### src/rtl/dac_i2c_pkg.sv
package dac_i2c_pkg;
  localparam int BYTE_W = 8;
  localparam int ADDR_W = 7;
  // 9 SCL clocks per byte: 8 data bits plus the acknowledge clock
  localparam int BIT_CNT_W = 4;
  localparam logic [BIT_CNT_W-1:0] LAST_DATA_BIT = 4'd8;
  localparam logic [BIT_CNT_W-1:0] ACK_CLOCK = 4'd9;

  typedef enum logic [1:0] {
    RX_IDLE = 2'd0,
    RX_ADDR = 2'd1,
    RX_DATA = 2'd2,
    RX_SKIP = 2'd3
  } rx_state_t;
endpackage

### src/rtl/bus_line_sync.sv
// Synchronizes SCL and SDA and derives clock edges plus START/STOP events.
module bus_line_sync #(
  parameter int STAGES = 2
) (
  input  logic clk,
  input  logic rst,
  input  logic scl_i,
  input  logic sda_i,
  output logic scl_rise_o,
  output logic scl_fall_o,
  output logic start_o,
  output logic stop_o,
  output logic sda_lvl_o
);
  localparam int LINES = 2;
  localparam int SCL_IDX = 0;
  localparam int SDA_IDX = 1;

  logic [LINES-1:0] raw;
  logic [LINES-1:0] cur;
  logic [LINES-1:0] prev;

  assign raw = {sda_i, scl_i};

  for (genvar g = 0; g < LINES; g++) begin : g_line
    logic [STAGES-1:0] chain;
    always_ff @(posedge clk) begin
      if (rst) begin
        chain <= '1;
      end else begin
        chain <= {chain[STAGES-2:0], raw[g]};
      end
    end
    assign cur[g] = chain[STAGES-1];
  end

  always_ff @(posedge clk) begin
    if (rst) prev <= '1;
    else     prev <= cur;
  end

  assign scl_rise_o = cur[SCL_IDX] & ~prev[SCL_IDX];
  assign scl_fall_o = ~cur[SCL_IDX] & prev[SCL_IDX];
  assign start_o    = cur[SCL_IDX] & prev[SCL_IDX] & prev[SDA_IDX] & ~cur[SDA_IDX];
  assign stop_o     = cur[SCL_IDX] & prev[SCL_IDX] & ~prev[SDA_IDX] & cur[SDA_IDX];
  assign sda_lvl_o  = cur[SDA_IDX];
endmodule

### src/rtl/addr_match.sv
// Decides whether an address byte is a write to this target.
module addr_match #(
  parameter logic [6:0] BCAST_ADDR = 7'h73
) (
  input  logic [7:0] addr_byte_i,
  input  logic [6:0] dev_addr_i,
  output logic       hit_o
);
  logic [6:0] addr;
  logic       is_read;

  assign addr    = addr_byte_i[7:1];
  assign is_read = addr_byte_i[0];
  assign hit_o   = ~is_read & ((addr == dev_addr_i) | (addr == BCAST_ADDR));
endmodule

### src/rtl/word_rx_engine.sv
// Byte framing, acknowledge control and 24-bit word assembly.
module word_rx_engine
  import dac_i2c_pkg::*;
#(
  parameter int         DATA_BYTES = 3,
  parameter logic [6:0] BCAST_ADDR = 7'h73
) (
  input  logic                       clk,
  input  logic                       rst,
  input  logic                       scl_rise_i,
  input  logic                       scl_fall_i,
  input  logic                       start_i,
  input  logic                       stop_i,
  input  logic                       sda_lvl_i,
  input  logic [ADDR_W-1:0]          dev_addr_i,
  output logic                       pull_o,
  output logic                       valid_o,
  output logic [DATA_BYTES*BYTE_W-1:0] word_o,
  output logic                       busy_o
);
  localparam int WORD_W = DATA_BYTES * BYTE_W;
  localparam int IDX_W  = $clog2(DATA_BYTES + 1);
  localparam logic [IDX_W-1:0] IDX_LAST = IDX_W'(DATA_BYTES - 1);
  localparam logic [IDX_W-1:0] IDX_FULL = IDX_W'(DATA_BYTES);

  rx_state_t            state;
  logic [BIT_CNT_W-1:0] bit_cnt;
  logic [BYTE_W-1:0]    shreg;
  logic [IDX_W-1:0]     byte_idx;
  logic [WORD_W-1:0]    acc;
  logic                 addr_hit;
  logic                 room;

  addr_match #(.BCAST_ADDR(BCAST_ADDR)) u_match (
    .addr_byte_i (shreg),
    .dev_addr_i  (dev_addr_i),
    .hit_o       (addr_hit)
  );

  assign room = (byte_idx < IDX_FULL);

  always_ff @(posedge clk) begin
    if (rst) begin
      state    <= RX_IDLE;
      bit_cnt  <= '0;
      shreg    <= '0;
      byte_idx <= '0;
      acc      <= '0;
      word_o   <= '0;
      pull_o   <= 1'b0;
      valid_o  <= 1'b0;
      busy_o   <= 1'b0;
    end else if (start_i) begin
      state    <= RX_ADDR;
      bit_cnt  <= '0;
      byte_idx <= '0;
      pull_o   <= 1'b0;
      valid_o  <= 1'b0;
      busy_o   <= 1'b0;
    end else if (stop_i) begin
      state    <= RX_IDLE;
      bit_cnt  <= '0;
      pull_o   <= 1'b0;
      valid_o  <= 1'b0;
      busy_o   <= 1'b0;
    end else begin
      valid_o <= 1'b0;
      if (scl_rise_i && state != RX_IDLE) begin
        if (bit_cnt < LAST_DATA_BIT) shreg <= {shreg[BYTE_W-2:0], sda_lvl_i};
        bit_cnt <= bit_cnt + 1'b1;
        if (state == RX_DATA && bit_cnt == '0 && byte_idx == '0) busy_o <= 1'b1;
      end
      if (scl_fall_i && state != RX_IDLE) begin
        if (bit_cnt == LAST_DATA_BIT) begin
          if (state == RX_ADDR) begin
            pull_o <= addr_hit;
          end else if (state == RX_DATA && room) begin
            pull_o <= 1'b1;
            acc    <= {acc[WORD_W-BYTE_W-1:0], shreg};
          end
        end else if (bit_cnt == ACK_CLOCK) begin
          pull_o  <= 1'b0;
          bit_cnt <= '0;
          if (state == RX_ADDR) begin
            state <= pull_o ? RX_DATA : RX_SKIP;
          end else if (state == RX_DATA && room) begin
            byte_idx <= byte_idx + 1'b1;
            if (byte_idx == IDX_LAST) begin
              valid_o <= 1'b1;
              word_o  <= acc;
              busy_o  <= 1'b0;
            end
          end
        end
      end
    end
  end


  pull_rise_on_fall_chk: assert property (@(posedge clk) disable iff (rst)
    $rose(pull_o) |-> $past(scl_fall_i));

  pull_release_chk: assert property (@(posedge clk) disable iff (rst)
    $fell(pull_o) |-> $past(scl_fall_i || start_i || stop_i));

  valid_pulse_chk: assert property (@(posedge clk) disable iff (rst)
    valid_o |=> !valid_o);

  busy_rise_chk: assert property (@(posedge clk) disable iff (rst)
    $rose(busy_o) |-> $past(scl_rise_i));

  start_clears_busy_chk: assert property (@(posedge clk) disable iff (rst)
    start_i |=> !busy_o && !pull_o);
endmodule

### src/rtl/dac_i2c_target.sv
module dac_i2c_target #(
  parameter int         SYNC_STAGES = 2,
  parameter int         DATA_BYTES  = 3,
  parameter logic [6:0] BCAST_ADDR  = 7'h73
) (
  input  logic                  clk,
  input  logic                  rst,
  input  logic                  scl_i,
  input  logic                  sda_i,
  input  logic [6:0]            dev_addr_i,
  output logic                  sda_pull_o,
  output logic                  word_valid_o,
  output logic [DATA_BYTES*8-1:0] word_o,
  output logic                  busy_o
);
  logic scl_rise, scl_fall, start_evt, stop_evt, sda_lvl;

  bus_line_sync #(.STAGES(SYNC_STAGES)) u_sync (
    .clk        (clk),
    .rst        (rst),
    .scl_i      (scl_i),
    .sda_i      (sda_i),
    .scl_rise_o (scl_rise),
    .scl_fall_o (scl_fall),
    .start_o    (start_evt),
    .stop_o     (stop_evt),
    .sda_lvl_o  (sda_lvl)
  );

  word_rx_engine #(.DATA_BYTES(DATA_BYTES), .BCAST_ADDR(BCAST_ADDR)) u_rx (
    .clk        (clk),
    .rst        (rst),
    .scl_rise_i (scl_rise),
    .scl_fall_i (scl_fall),
    .start_i    (start_evt),
    .stop_i     (stop_evt),
    .sda_lvl_i  (sda_lvl),
    .dev_addr_i (dev_addr_i),
    .pull_o     (sda_pull_o),
    .valid_o    (word_valid_o),
    .word_o     (word_o),
    .busy_o     (busy_o)
  );


  valid_not_busy_chk: assert property (@(posedge clk) disable iff (rst)
    word_valid_o |-> !busy_o);

  stop_no_strobe_chk: assert property (@(posedge clk) disable iff (rst)
    stop_evt |=> !word_valid_o && !busy_o);
endmodule

### config.mk
export PLATFORM = sky130hd
export DESIGN_NAME = dac_i2c_target
export DESIGN_NICKNAME = d
export VERILOG_FILES = /design/src/rtl/dac_i2c_pkg.sv /design/src/rtl/bus_line_sync.sv /design/src/rtl/addr_match.sv /design/src/rtl/word_rx_engine.sv /design/src/rtl/dac_i2c_target.sv
export SDC_FILE = /design/constraint.sdc
export NUM_CORES = 1
export LEC_CHECK = 0
export BUFFER_PORTS_ARGS = -buffer_cell sky130_fd_sc_hd__buf_4
export CORE_ASPECT_RATIO = 0.6
export CORE_MARGIN = 1.5
export CORE_UTILIZATION = 34
export CTS_CLUSTER_DIAMETER = 30
export CTS_CLUSTER_SIZE = 40
export DETAILED_ROUTE_END_ITERATION = 10
export SYNTH_ARGS = -nofsm -noshare
export SYNTH_HDL_FRONTEND = slang
export SYNTH_SLANG_ARGS = --single-unit
export TNS_END_PERCENT = 20
### constraint.sdc
create_clock -name clk -period 3.05 [get_ports clk]
set_clock_uncertainty 0.15 [all_clocks]
set_input_delay 0.61 -clock clk [delete_from_list [all_inputs] [get_ports clk]]
set_output_delay 0.61 -clock clk [all_outputs]
set_load 0.1 [all_outputs]
* Word-level counts from Yosys, hierarchy flattened
Index checks and enable logic that the tools add are counted.
** Operators by class
- Add/sub/neg operators :: 2
- $lt $le $gt $ge :: 2
- Equal/unequal tests :: 9
- Muxes and demuxes :: 24
- Bitwise logic cells :: 21
- Reduce and logical (&&, ||, !) cells :: 22
** Operator list (count)
- $mux W1 :: 20
- $mux W4 :: 4
- $not A1 Y1 :: 12
- $reduce_and A4 Y1 :: 3
- $reduce_and A6 Y1 :: 2
- $reduce_bool A3 Y1 :: 3
- $and A1 B1 Y1 :: 8
- $eq A4 B4 Y1 const B :: 2
- $reduce_and A8 Y1 :: 1
- $reduce_or A8 Y1 :: 1
- $eq A7 B7 Y1 :: 1
- $eq A7 B7 Y1 const B :: 1
- $ne A3 B3 Y1 const B :: 2
- $logic_and A1 B1 Y1 :: 5
- $add A4 B1 Y4 const B :: 1
- $eq A2 B2 Y1 const B :: 2
- $logic_not A4 Y1 :: 1
- $lt A4 B4 Y1 const B :: 1
- $reduce_bool A2 Y1 :: 2
- $reduce_and A3 Y1 :: 1
- $reduce_or A3 Y1 :: 1
- $add A2 B1 Y2 const B :: 1
- $eq A2 B1 Y1 const B :: 1
- $logic_not A2 Y1 :: 1
- 3 further kinds :: 3
** Word-level totals
- Register bits after elaboration :: 73
- Bits of input ports :: 11
- Output and inout bits :: 27

* Longest topological paths before layout
Gate-level depths: netlist (run 1).
- Depth after elaboration :: 11
- Depth in mapped cells :: 8

* Modules after synthesis
From an unflattened synthesis (run 1), not the netlist that was laid out.
** Second synthesis, totals
- Cell total of the unflattened synthesis :: 284
- Area, all modules :: 2946.6 sq um
** Modules (own cells, without submodules)
- word_rx_engine :: times used 1, cells each 255, area an instance 2653.8 sq um
- bus_line_sync :: times used 1, cells each 16, area an instance 190.2 sq um
- addr_match :: times used 1, cells each 13, area an instance 102.6 sq um

* Least setup slack after synthesis (run 1)
Ideal clock, no wire load.
- Kind :: reg-to-reg
- From :: register u_rx.bit_cnt[0]
- To :: register u_rx.word_o[13]
- Setup time :: 128 ps
- Arrival :: 1848 ps
- Required time :: 2772 ps
- Path slack :: 925 ps
- Stages on the path, launching flop included :: 8
- Path buffers :: 1
- Clock period less this slack :: 2125 ps
- Cells stage by stage :: dfxtp_1 inv_1 ha_1 nand2b_1 nor4_4 buf_6 mux2i_1 nor2_1
** Between the ends
- Longest elaborated chain between the ends :: 3
** RTL lines
- start, declared :: RTL line word_rx_engine.sv:27 : logic [BIT_CNT_W-1:0] bit_cnt;
- start signal, assigned :: RTL line word_rx_engine.sv:70 : bit_cnt <= bit_cnt + 1'b1;
- $eq A4 B4 Y1 :: RTL line word_rx_engine.sv:74 : if (bit_cnt == LAST_DATA_BIT) begin
- $not A1 Y1 (no line)
- $reduce_and A8 Y1 (no line) *
- end signal, assigned :: RTL line word_rx_engine.sv:49 : word_o <= '0;
- end signal, assigned :: RTL line word_rx_engine.sv:90 : word_o <= acc;
- end, declared :: RTL line word_rx_engine.sv:18 : output logic [DATA_BYTES*BYTE_W-1:0] word_o,
Mark *: on every way between the ends. The rest lies on a longest branch, timed or not.
A chain may end at the register's enable or synchronous reset.

* Worst setup path in the final report (run 1)
- From :: register u_rx.byte_idx[0]
- To :: register u_rx.acc[3]
** Between the ends
- Longest elaborated chain between the ends :: 3
** RTL lines
- start, declared :: RTL line word_rx_engine.sv:29 : logic [IDX_W-1:0] byte_idx;
- start signal, assigned :: RTL line word_rx_engine.sv:87 : byte_idx <= byte_idx + 1'b1;
- $lt A2 B2 Y1 :: RTL line word_rx_engine.sv:40 : assign room = (byte_idx < IDX_FULL);
- $logic_and A1 B1 Y1 :: RTL line word_rx_engine.sv:77 : end else if (state == RX_DATA && room) begin
- $reduce_and A6 Y1 (no line)
- end signal, assigned :: RTL line word_rx_engine.sv:79 : acc <= {acc[WORD_W-BYTE_W-1:0], shreg};
- end, declared :: RTL line word_rx_engine.sv:30 : logic [WORD_W-1:0] acc;
Every way passes these cells.

==> results by group, run 1 <==
GRT
  • Gr usage total: 0.144
  • Overflow left after global routing: 0
  • Via count of the first global-routing pass: 1971
  • Pin count of the biggest net entering global routing: 66
  • Antenna violations before repair: 0
  • Wire length of the first global-routing pass: about 9.8 mm

Final layout
  • Non-filler cells in the finished layout: 460
  • Share of layout cells above drive strength 1: 0.193
  • Synthesis-to-finish area growth: 22.8%
  • Post-layout net count: 364
  • # diodes: 0
  • Final Cell Area: 3550 sq um

Pwr
  • LEAKAGE: 1.29 nW
  • Cell area power density: 576 nW/um^2
  • Tot Pwr: 0.00205 W
  • Maximum ir drop on the vdd rail: approximately 0.30 mV

Placement
  • Placed Instances: 444
  • Final weighted congestion of routability-driven global placement: 0.816
  • Cell area after placement: between 3000 and 4000 sq um
  • Placed wire-length estimate: 4.14 mm
  • Number of buffers added on ports: 37

STA
  • Relative slew slack: 0.445
  • Number of slew-limit violations in the final report: 0
  • Minimum clock period after layout: 2.22 ns
  • RSZ-0062 raised after global routing: no
  • Number of setup violations in the final report: 0
  • Total count of hold-check failures in the final report: 0
  • Max Clk Rate: 451 MHz
  • Slew at the pin closest to its max-slew limit: slightly above 0.8 ns
  • Sum Neg Setup Slack: 0 ns
  • Final clock period utilization by the worst path: 0.727

Clock network
  • Clock Sinks: 73
  • Number of buffers between clock root and the deepest sink: 2
  • Number of instances resized during post-cts repair: 0
  • Quantity of hold-fixing buffers added after cts: 0
  • Number of H-tree branching levels: 3
  • Inserted Clock Buffers: 9
  • Clock tree from TritonCTS: yes
  • Latest clock arrival within the worst-skew pair: roughly 0.33 ns
  • CTS Root Cell: clkbuf_16
  • Post-CTS Setup Bufs: 0
  • CTS clk-pin slew, worst paths: 0.05 ns

Synthesis
  • Post-synthesis cell type with the largest combined area: dfxtp_1
  • Mapped Cells: 310
  • Cell with the most instances after synthesis: dfxtp_1
  • Netlist cell types: 34
  • Synthesized area per cell: 9.34 sq um
  • Flip-flop and latch count after synthesis: 73
  • Cell types occupying the most area after synthesis: dfxtp_1 (50%), mux2i_1 (11%), nand2_1 (6.9%)
  • Post-synth EDFFs: 0
  • Most used flip-flop cell after synthesis: dfxtp_1
  • Total standard cell area after synthesis: just under 3000 sq um
  • Register area share after synthesis: 0.505
  • Net count after synthesis: between 300 and 400
  • Most instantiated cells after synthesis: dfxtp_1 (73), nand2_1 (53), nor2_1 (45), mux2i_1 (33), a21oi_1 (27)
  • Async set-or-reset flop fraction in the synthesized netlist: 0
  • Number of warnings issued by yosys: 0
  • Area fraction of the dominant cell type after synthesis: 0.505

Setup path
  • Type of the worst setup path: flop to flop
  • Startpoint of the worst setup timing path: u_rx.byte_idx[0]
  • Register-to-Register Path Depth: 5
  • Capturing point of the worst reg2reg path: u_rx.acc[3]
  • Flop2flop setup slack: 0.83 ns
  • Critical Path RT: 3.09 ns
  • Worst setup endpoint: u_rx.acc[3]
  • Capturing element type of the critical path: flop
  • Critical Path Start Type: flop
  • Highest fanout seen on the critical path: 24
  • Start of the worst register-to-register path: u_rx.byte_idx[0]
  • Crit path arrival time: 2.25 ns

Flow run
  • # Max-Cap Violations: 0

Routing
  • Routed via count divided by cell count: 4.67
  • Detailed-route wire length per cell: 13.0 microns
  • Post-Route M1 WL: 3.26 mm
  • Length of routed met2 wiring: 2.34 mm
  • Final ANT Viol Nets: 0
  • First-iteration detailed-routing DRC count: 105
  • Number of optimization iterations in the first detailed-route pass: 4
  • Via count: 2149
  • Top sig layer: met4
  • Wire length on met3: about 350 microns
  • Routed WL: 5.99 mm
  • DRC: 0

Worst hold path
  • Type of the most critical hold path: flop to flop

Die
  • Die Area: 9090 sq um
  • Overall die height: 74.5 microns
  • Placement Rows: 25
  • Total I/O pin count: 38
  • Horiz. Die Dim: 122 microns
  • Effective utilization at floorplan: 0.359
  • Core Box Area: 8070 sq um

Status
  • Outcome: complete, no violations
[layout by cell type, fill, tap and decap left out, types with 3 or more instances in the layout]
master     instances
dfxtp_1           73
o21bai_1           3
o21ai_0            3
clkbuf_16          9
nand2b_1           4
a21oi_1           27
mux2i_1           33
xor2_1             4
nand3_1            3
xnor2_1            8
ha_1               6
nor2_1            45
inv_1              5
buf_4             40
nor3_1             3
nand2_1           53
nor4_1             3
or2_2              7
[critical path, stage by stage, from the launching register on]
cell and delay [ns]:
dfxtp_1 0.33, ha_1 0.21, or3b_1 0.45, or3_1 0.67
nand2_1 0.18, a21oi_1 0.08
[sequential cells by signal, summed over array words and instances, names as in the netlist]
register and count:
u_rx.bit_cnt 4, u_sync.g_line.chain 4, u_sync.prev 2, u_rx.word_o 24, u_rx.busy_o 1, u_rx.valid_o 1
u_rx.state 2, u_rx.acc 24, u_rx.byte_idx 2, u_rx.shreg 8, u_rx.pull_o 1
[power breakdown]
group | switching [W] | leakage (nW) | total [W] | internal (W)
Combinational | 0.0000254 | 0.558 | 0.0000440 | 0.0000187
Clock | 0.000390 | 0.142 | 0.00104 | 0.000652
Sequential | 0.00000407 | 0.589 | 0.000962 | 0.000958
Total | 0.000419 | 1.29 | 0.00205 | 0.00163
[worst min path at each step]
| stage | start | end | slack [ns] | cells past startpoint |
|---|---|---|---|---|
| 2_1_floorplan | u_sync.g_line[0].chain[0] | u_sync.g_line[0].chain[1] | 0.24 | 1 |
| 3_3_place_gp | u_sync.g_line[0].chain[0] | u_sync.g_line[0].chain[1] | 0.25 | 1 |
| 3_5_place_dp | u_sync.g_line[0].chain[0] | u_sync.g_line[0].chain[1] | 0.24 | 1 |
| 4_1_cts | u_sync.g_line[0].chain[0] | u_sync.g_line[0].chain[1] | 0.26 | 1 |
| 5_1_grt | u_sync.g_line[1].chain[0] | u_sync.g_line[1].chain[1] | 0.27 | 1 |
| 6_report | u_sync.g_line[0].chain[0] | u_sync.g_line[0].chain[1] | 0.26 | 1 |
[cell families (layout without fill, tap and decap cells)]
group / after synthesis / after routing / synth area share
AND/OR/NAND/NOR: 130 / 130 / 0.215
adder cells (fa/ha/maj): 6 / 6 / 0.0259
XOR/XNOR: 12 / 12 / 0.0363
AO/OA/AOI/OAI: 37 / 37 / 0.0722
buffers and inverters: 19 / 61 / 0.0316
multiplexers: 33 / 33 / 0.114
flip-flops: 73 / 73 / 0.505
[area by class of cell]
class / instances / area, sq um
Sequential cell: 73 / 1460
Timing Repair Buffer: 40 / 300
Fill cell: 812 / 4520
Multi-Input combinational cell: 218 / 1340
Inverter: 5 / 18.8
Tap cell: 108 / 135
Clock buffer: 11 / 243
Clock inverter: 5 / 55.1
[metrics by stage]
step | hold slack [ns] | util | setup slack, ns
6_report | 0.256 | 0.440 | 0.832
4_1_cts | 0.256 | 0.440 | 0.818
3_3_place_gp | 0.246 | 0.404 | 0.869
3_5_place_dp | 0.243 | 0.404 | 0.839
2_1_floorplan | 0.239 | - | 0.925
5_1_grt | 0.269 | 0.440 | 0.668
[per-layer routing]
layer | track usage | vias up
met5 | 0 | -
met4 | 0.0581 | 0
met3 | 0.0529 | 7
met2 | 0.189 | 47
met1 | 0.210 | 985
li1 | - | 1110
Note: power is estimated with default switching activity, not from simulation.
==> inputs of run 2 (changes only) <==
==> constraint.sdc (replaced) <==
create_clock -name clk -period 1.85 [get_ports clk]
set_clock_uncertainty 0.15 [all_clocks]
set_input_delay 0.37 -clock clk [delete_from_list [all_inputs] [get_ports clk]]
set_output_delay 0.37 -clock clk [all_outputs]
set_load 0.1 [all_outputs]
==> run 2 against run 1 <==
The run now ends with setup timing left. Via count is 8.7% higher. Non-clock buffer count is 23 higher. Utilization is 4.1 points higher. Global-route usage is 0.95 points higher. Register-to-register slack worse by 0.86 ns. Largest cell class unchanged.
==> results by group, run 2 (synthesis gave the netlist of run 1 again) <==
Clock network
  • Number of buffers between clock root and the deepest sink: 2 (unchanged)
  • CTS clk-pin slew, worst paths: 0.05 ns (about the same)
  • Clock tree from TritonCTS: yes (unchanged)
  • Latest clock arrival within the worst-skew pair: 0.33 ns (about the same)
  • Quantity of hold-fixing buffers added after cts: 0 (unchanged)
  • Clock Sinks: 73 (unchanged)
  • CTS Root Cell: clkbuf_16 (unchanged)
  • Number of H-tree branching levels: 3 (unchanged)
  • Inserted Clock Buffers: 9 (unchanged)

Setup path
  • CP peak stage delay: 0.35 ns (was 0.67 ns)
  • Capturing point of the worst reg2reg path: u_rx.word_o[8] (was u_rx.acc[3])
  • Type of the worst setup path: flop to flop (unchanged)
  • Capturing element type of the critical path: flop (unchanged)
  • Critical Path Start Type: flop (unchanged)
  • Start of the worst register-to-register path: u_rx.bit_cnt[0] (was u_rx.byte_idx[0])
  • Flop2flop setup slack: -0.03 ns (was 0.83 ns)
  • Worst path bufs/invs: 3 (was 0)
  • Highest fanout seen on the critical path: 6 (was 24)
  • Critical Path Slowest Stage Cell: dfxtp_2 (was or3_1)
  • Crit path arrival time: 1.94 ns (was 2.25 ns)
  • Critical Path, Cell by Cell: inv_2, ha_4, nand2b_4, nor4_4, buf_6, buf_6, mux2i_1, nor2_1 (was ha_1, or3b_1, or3_1, nand2_1, a21oi_1)
  • Register-to-Register Path Depth: 8 (was 5)
  • Critical path's most frequent cell: buf_6
  • Critical Path RT: 1.91 ns (was 3.09 ns)
  • Top Family by Delay on Critical Path: simple AND/OR/NAND/NOR gates (unchanged)

Routing
  • Number of optimization iterations in the first detailed-route pass: 4 (unchanged)
  • DRC: 0 (unchanged)
  • First-iteration detailed-routing DRC count: 149 (was 105)
  • Via count: 2335 (was 2149)
  • Detailed-route wire length per cell: 14.3 microns (was 13.0 microns)
  • Routed WL: 6.90 mm (was 5.99 mm)
  • Routed via count divided by cell count: 4.83 (was 4.67)
  • Final ANT Viol Nets: 0 (unchanged)

GRT
  • Wire length of the first global-routing pass: 10.4 mm (was 9.80 mm)
  • Via count of the first global-routing pass: 2076 (was 1971)
  • Antenna violations before repair: 0 (unchanged)
  • Gr usage total: 0.153 (was 0.144)
  • Overflow left after global routing: 0 (unchanged)
  • Pin count of the biggest net entering global routing: 38 (was 66)

STA
  • RSZ-0062 raised after global routing: yes (was no)
  • Relative slew slack: 0.720 (was 0.445)
  • Total count of hold-check failures in the final report: 0 (unchanged)
  • Worst Setup Slack, final: -0.0294 ns (was 0.832 ns)
  • Number of slew-limit violations in the final report: 0 (unchanged)
  • Final clock period utilization by the worst path: 1.02 (was 0.727)
  • Slew at the pin closest to its max-slew limit: 0.416 ns (was 0.828 ns)
  • Max Clk Rate: 532 MHz (was 451 MHz)
  • Number of setup violations in the final report: 10 (was 0)
  • Minimum clock period after layout: 1.88 ns (was 2.22 ns)

Status
  • Outcome: complete, but fails checks (was complete, no violations)
  • Violations in the final reports: setup timing

Pwr
  • Share of total power in combinational logic: 0.026 (was 0.022)
  • Share of total power in sequential cells: 0.470 (about the same)
  • Net load switching power: 0.000679 W (was 0.000419 W)
  • LEAKAGE: 1.44 nW (was 1.29 nW)
  • Net Sw Frac: 0.201 (was 0.205)
  • Maximum ir drop on the vdd rail: 0.450 mV (was 0.301 mV)
  • Cell area power density: 869 nW/um^2 (was 576 nW/um^2)
  • Internal power: 0.00270 W (was 0.00163 W)
  • Clock share of power: 0.504 (was 0.509)

Final layout
  • # diodes: 0 (unchanged)
  • Highest-count cells in the layout ignoring fill and taps: dfxtp_1 (69), buf_4 (56), nand2_1 (53) (was dfxtp_1 (73), nand2_1 (53), nor2_1 (45))
  • Share of layout cells above drive strength 1: 0.285 (was 0.193)
  • Regs by FF count: u_rx.acc: 24 flops, u_rx.word_o: 24 flops, u_rx.shreg: 8 flops (unchanged)
  • Post-layout net count: 387 (was 364)
  • Most frequent standard cell in the layout excluding fill and tap cells: dfxtp_1 (unchanged)
  • Final Core Density: 0.481 (was 0.440)
  • Layout filler cell count: 761 (was 812)
  • Synthesis-to-finish area growth: 34.2% (was 22.8%)

Placement
  • Number of buffers added on ports: 37 (unchanged)
  • Pre-CTS setup slack: -0.0576 ns (was 0.839 ns)
  • Final weighted congestion of routability-driven global placement: 0.823 (was 0.816)
  • Placed wire-length estimate: 4.29 mm (was 4.14 mm)

Die
  • Overall die height: 74.5 microns (unchanged)
  • Total I/O pin count: 38 (unchanged)
  • Effective utilization at floorplan: 0.359 (unchanged)
  • Horiz. Die Dim: 122 microns (unchanged)
  • Core Box Area: 8070 sq um (unchanged)
  • Die Area: 9090 sq um (unchanged)
  • Placement Rows: 25 (unchanged)

Worst hold path
  • Worst hold path depth: 2 (was 1)
  • Endpoint of the worst hold path: u_sync.g_line[1].chain[0] (was u_sync.g_line[0].chain[1])
  • Type of the most critical hold path: input port to flop (was flop to flop)
  • Start point of the worst min-delay path: sda_i (was u_sync.g_line[0].chain[0])

Flow run
  • # Max-Cap Violations: 0 (unchanged)
run 2: cell count changes in the layout (fill, tap and decap cells not counted), sizes merged:
cell	delta
buf	+21
clkbuf	+4
clkinvlp	-2
run 2: worst max path at each step:
stage                startpoint         endpoint  slack [ns]  depth (start not counted)
6_report        u_rx.bit_cnt[0]   u_rx.word_o[8]       -0.03                          8
5_1_grt         u_rx.bit_cnt[0]  u_rx.word_o[14]        -0.1                          8
4_1_cts        u_rx.byte_idx[0]  u_rx.word_o[14]       -0.02                          6
3_5_place_dp   u_rx.byte_idx[1]      u_rx.acc[6]       -0.06                          6
3_3_place_gp   u_rx.byte_idx[0]      u_rx.acc[6]       -0.02                          6
2_1_floorplan  u_rx.byte_idx[0]  u_rx.word_o[13]       -0.09                          6
run 2: worst register-to-register path, stage by stage (launching register included):
cell,delay [ns]
dfxtp_2,0.35
inv_2,0.05
ha_4,0.17
nand2b_4,0.16
nor4_4,0.27
buf_6,0.18
buf_6,0.17
mux2i_1,0.20
nor2_1,0.06
run 2: timing repair:
| action | CTS | global route |
|---|---|---|
| gates resized for setup | 4 | 12 |
| buffers inserted | 0 | 4 |
| pin swaps | 1 | 3 |
| cloned | 0 | 3 |
| setup endpoints to repair | 44 | 50 |
run 2: power by group through the flow:
stage           logic, W  registers [W]  clock network, W
2_1_floorplan  0.0000485        0.00162                 0
3_3_place_gp   0.0000859        0.00162                 0
3_5_place_dp   0.0000877        0.00162                 0
4_1_cts        0.0000875        0.00158           0.00174
5_1_grt        0.0000971        0.00158           0.00180
6_report       0.0000893        0.00158           0.00170
run 2: layout make-up:
cell class,instances,area (sq um),area share
Clock inverter,3,40.0,0.0103
Sequential cell,73,1470,0.378
Tap cell,108,135,0.0348
Timing Repair Buffer,63,553,0.142
Clock buffer,13,250,0.0644
Multi-Input combinational cell,218,1420,0.366
Inverter,5,18.8,0.00483
run 2: layer usage:
metal / share of wire / track usage / vias up
li1: - / - / 1164
met1: 0.53 / 0.232 / 1100
met2: 0.39 / 0.193 / 60
met3: 0.060 / 0.0583 / 11
met4: 0.016 / 0.0543 / 0
met5: 0 / 0 / -
run 2: stage by stage:
stage	hold WS (ns)	instance area (sq um)	std cells	TNS (ns)	power [W]
after floorplan	0.239	2930	310	-3.15	0.00167
after global placement	0.245	3450	460	-0.260	0.00170
after detailed placement	0.243	3450	460	-1.18	0.00171
after CTS	0.0571	3750	476	-0.0396	0.00341
after global routing	0.0604	3880	483	-2.61	0.00349
final	0.0706	3880	483	-0.128	0.00337
==> inputs of run 3 (changes only) <==
--- a/config.mk
+++ b/config.mk
@@ -12,6 +12,7 @@
 export CTS_CLUSTER_DIAMETER = 30
 export CTS_CLUSTER_SIZE = 40
 export DETAILED_ROUTE_END_ITERATION = 10
+export RECOVER_POWER = 50
 export SYNTH_ARGS = -nofsm -noshare
 export SYNTH_HDL_FRONTEND = slang
 export SYNTH_SLANG_ARGS = --single-unit
==> run 3 against run 2 <==
The run still ends with setup timing left. Critical path depth unchanged. Hold slack worse by 0.00096 ns. Wire length fell by 0.17%. Cell count stayed put. Die area did not move. Count of clock-buffer cells in the layout unchanged. Worst setup slack got worse by 0.0054 ns. Flip-flop and latch count is the same. Critical endpoint is now u_rx.word_o[17].
==> results by group, run 3 (synthesis gave the netlist of run 1 again) <==
Status
  • Outcome: complete, but fails checks (unchanged)
  • Violations in the final reports: setup timing (unchanged)

STA
  • Minimum clock period after layout: 1.88 ns (about the same)
  • Final Hold Slack: 0.0696 ns (was 0.0706 ns)
  • Worst Setup Slack, final: -0.0347 ns (was -0.0294 ns)
  • Slew at the pin closest to its max-slew limit: 0.553 ns (was 0.416 ns)
  • Number of slew-limit violations in the final report: 0 (unchanged)
  • Relative slew slack: 0.633 (was 0.720)
  • Max Clk Rate: 531 MHz (was 532 MHz)
  • Total count of hold-check failures in the final report: 0 (unchanged)
  • Number of setup violations in the final report: 17 (was 10)
  • RSZ-0062 raised after global routing: yes (unchanged)
  • Sum Neg Setup Slack: -0.193 ns (was -0.128 ns)
  • Final clock period utilization by the worst path: 1.02 (about the same)

Clock network
  • Clock tree from TritonCTS: yes (unchanged)
  • Number of H-tree branching levels: 3 (unchanged)
  • Number of buffers between clock root and the deepest sink: 2 (unchanged)
  • CTS Root Cell: clkbuf_16 (unchanged)
  • Quantity of hold-fixing buffers added after cts: 0 (unchanged)
  • CTS clk-pin slew, worst paths: 0.06 ns (was 0.05 ns)
  • Clock Sinks: 73 (unchanged)
  • Latest clock arrival within the worst-skew pair: 0.33 ns (about the same)
  • Inserted Clock Buffers: 9 (unchanged)

GRT
  • Gr usage total: 0.153 (unchanged)
  • Via count of the first global-routing pass: 2076 (unchanged)
  • M3 GR Usage: 0.0583 (unchanged)
  • Pin count of the biggest net entering global routing: 38 (unchanged)
  • Most used routing layer in global routing: met1 (unchanged)
  • Antenna violations before repair: 0 (unchanged)
  • Overflow left after global routing: 0 (unchanged)
  • Global-route track usage on met1: 0.232 (unchanged)
  • Met2 Use GR: 0.193 (unchanged)
  • Wire length of the first global-routing pass: 10.4 mm (unchanged)

Die
  • Die Area: 9090 sq um (unchanged)
  • Overall die height: 74.5 microns (unchanged)
  • Core Box Area: 8070 sq um (unchanged)
  • Horiz. Die Dim: 122 microns (unchanged)
  • Total I/O pin count: 38 (unchanged)
  • Placement Rows: 25 (unchanged)
  • Effective utilization at floorplan: 0.359 (unchanged)

Pwr
  • Cell area power density: 881 nW/um^2 (was 869 nW/um^2)
  • Net load switching power: 0.000678 W (was 0.000679 W)
  • Internal power: 0.00270 W (about the same)
  • Clock share of power: 0.504 (about the same)
  • Share of total power in sequential cells: 0.470 (about the same)
  • LEAKAGE: 1.42 nW (was 1.44 nW)
  • Net Sw Frac: 0.201 (about the same)
  • Share of total power in combinational logic: 0.026 (about the same)
  • Maximum ir drop on the vdd rail: 0.452 mV (was 0.450 mV)

Routing
  • Routed via count divided by cell count: 4.81 (was 4.83)
  • Via count: 2323 (was 2335)
  • Final ANT Viol Nets: 0 (unchanged)
  • DRC: 0 (unchanged)
  • Number of optimization iterations in the first detailed-route pass: 4 (unchanged)
  • Routed WL: 6.89 mm (was 6.90 mm)
  • Detailed-route wire length per cell: 14.3 microns (about the same)
  • First-iteration detailed-routing DRC count: 147 (was 149)

Setup path
  • Critical Path RT: 1.91 ns (about the same)
  • Startpoint of the worst setup timing path: u_rx.bit_cnt[0] (unchanged)
  • Critical Path Start Type: flop (unchanged)
  • Highest fanout seen on the critical path: 6 (unchanged)
  • Flop2flop setup slack: -0.03 ns (about the same)
  • Type of the worst setup path: flop to flop (unchanged)
  • Crit path arrival time: 1.94 ns (about the same)
  • Capturing element type of the critical path: flop (unchanged)
  • Capturing point of the worst reg2reg path: u_rx.word_o[17] (was u_rx.word_o[8])
  • Start of the worst register-to-register path: u_rx.bit_cnt[0] (unchanged)
  • Register-to-Register Path Depth: 8 (unchanged)

Placement
  • Final weighted congestion of routability-driven global placement: 0.823 (unchanged)
  • Number of buffers added on ports: 37 (unchanged)
  • Placed Instances: 460 (unchanged)
  • Placed wire-length estimate: 4.29 mm (unchanged)
  • Pre-CTS setup slack: -0.0576 ns (unchanged)

Worst hold path
  • Endpoint of the worst hold path: u_sync.g_line[1].chain[0] (unchanged)
  • Type of the most critical hold path: input port to flop (unchanged)
  • Start point of the worst min-delay path: sda_i (unchanged)
  • Worst hold path depth: 2 (unchanged)

Final layout
  • Multi-input gate area: 1420 sq um (unchanged)
  • Highest-count cells in the layout ignoring fill and taps: dfxtp_1 (69), nand2_1 (53), nor2_1 (45) (was dfxtp_1 (69), buf_4 (56), nand2_1 (53))
  • Synthesis-to-finish area growth: 32.3% (was 34.2%)
  • Post-layout net count: 387 (unchanged)
  • Share of layout cells above drive strength 1: 0.283 (was 0.285)
  • Non-filler cells in the finished layout: 483 (unchanged)
  • # diodes: 0 (unchanged)
  • Regs by FF count: u_rx.acc: 24 flops, u_rx.word_o: 24 flops, u_rx.shreg: 8 flops (unchanged)
  • Layout filler cell count: 771 (was 761)
  • Footprint of the flip-flops and latches: 1470 sq um (unchanged)
  • Most frequent standard cell in the layout excluding fill and tap cells: dfxtp_1 (unchanged)

Flow run
  • # Max-Cap Violations: 0 (unchanged)
[run 3: cell count changes in the layout (fill, tap and decap cells not counted)]
cell      change
clkbuf_1      +1
buf_4        -21
clkbuf_2     +20
[run 3: power groups by stage]
stage / Combinational (W) / Sequential, W / Clock, W
after floorplan: 0.0000485 / 0.00162 / 0
after detailed placement: 0.0000877 / 0.00162 / 0
after global placement: 0.0000859 / 0.00162 / 0
after global routing: 0.0000964 / 0.00158 / 0.00180
final: 0.0000878 / 0.00158 / 0.00170
after CTS: 0.0000875 / 0.00158 / 0.00174
[run 3: timing repair]
item	4_1_cts	5_1_grt
setup buffers	0	4
setup endpoints to repair	44	50
gates resized for setup	4	12
pin swaps	1	3
gates cloned	0	3
[run 3: cell type report]
cell class                 instances  share of cell area
clock buffer                      13              0.0653
clock inverter                     3              0.0105
inverter                           5             0.00490
multi-input combinational        218               0.371
sequential                        73               0.383
tap                              108              0.0353
timing repair buffer              63               0.130
[run 3: worst max-delay path, cell delays in order, from the launching register on]
cell and delay [ns]:
dfxtp_2 0.35, inv_2 0.05, ha_4 0.17, nand2b_4 0.16, nor4_4 0.27, buf_6 0.18
buf_6 0.17, mux2i_1 0.20, nor2_1 0.05
[run 3: metrics by stage]
step                       util  power (W)  area, sq um
after floorplan               -    0.00167         2930
after global placement    0.427    0.00170         3450
after detailed placement  0.427    0.00171         3450
after CTS                 0.465    0.00341         3750
after global routing      0.475    0.00349         3830
final                     0.475    0.00337         3830
[run 3: per-layer routing]
layer  share of wire  wire length [microns]
met1            0.53                   3670
met2            0.39                   2690
met3           0.058                    403
met4           0.019                    133
met5               0                      0
[run 3: how the worst max path moves through the flow]
stage,slack [ns],end,depth (start not counted)
6_report,-0.03,u_rx.word_o[17],8
5_1_grt,-0.1,u_rx.word_o[14],8
4_1_cts,-0.02,u_rx.word_o[14],6
3_5_place_dp,-0.06,u_rx.acc[6],6
3_3_place_gp,-0.02,u_rx.acc[6],6
2_1_floorplan,-0.09,u_rx.word_o[13],6
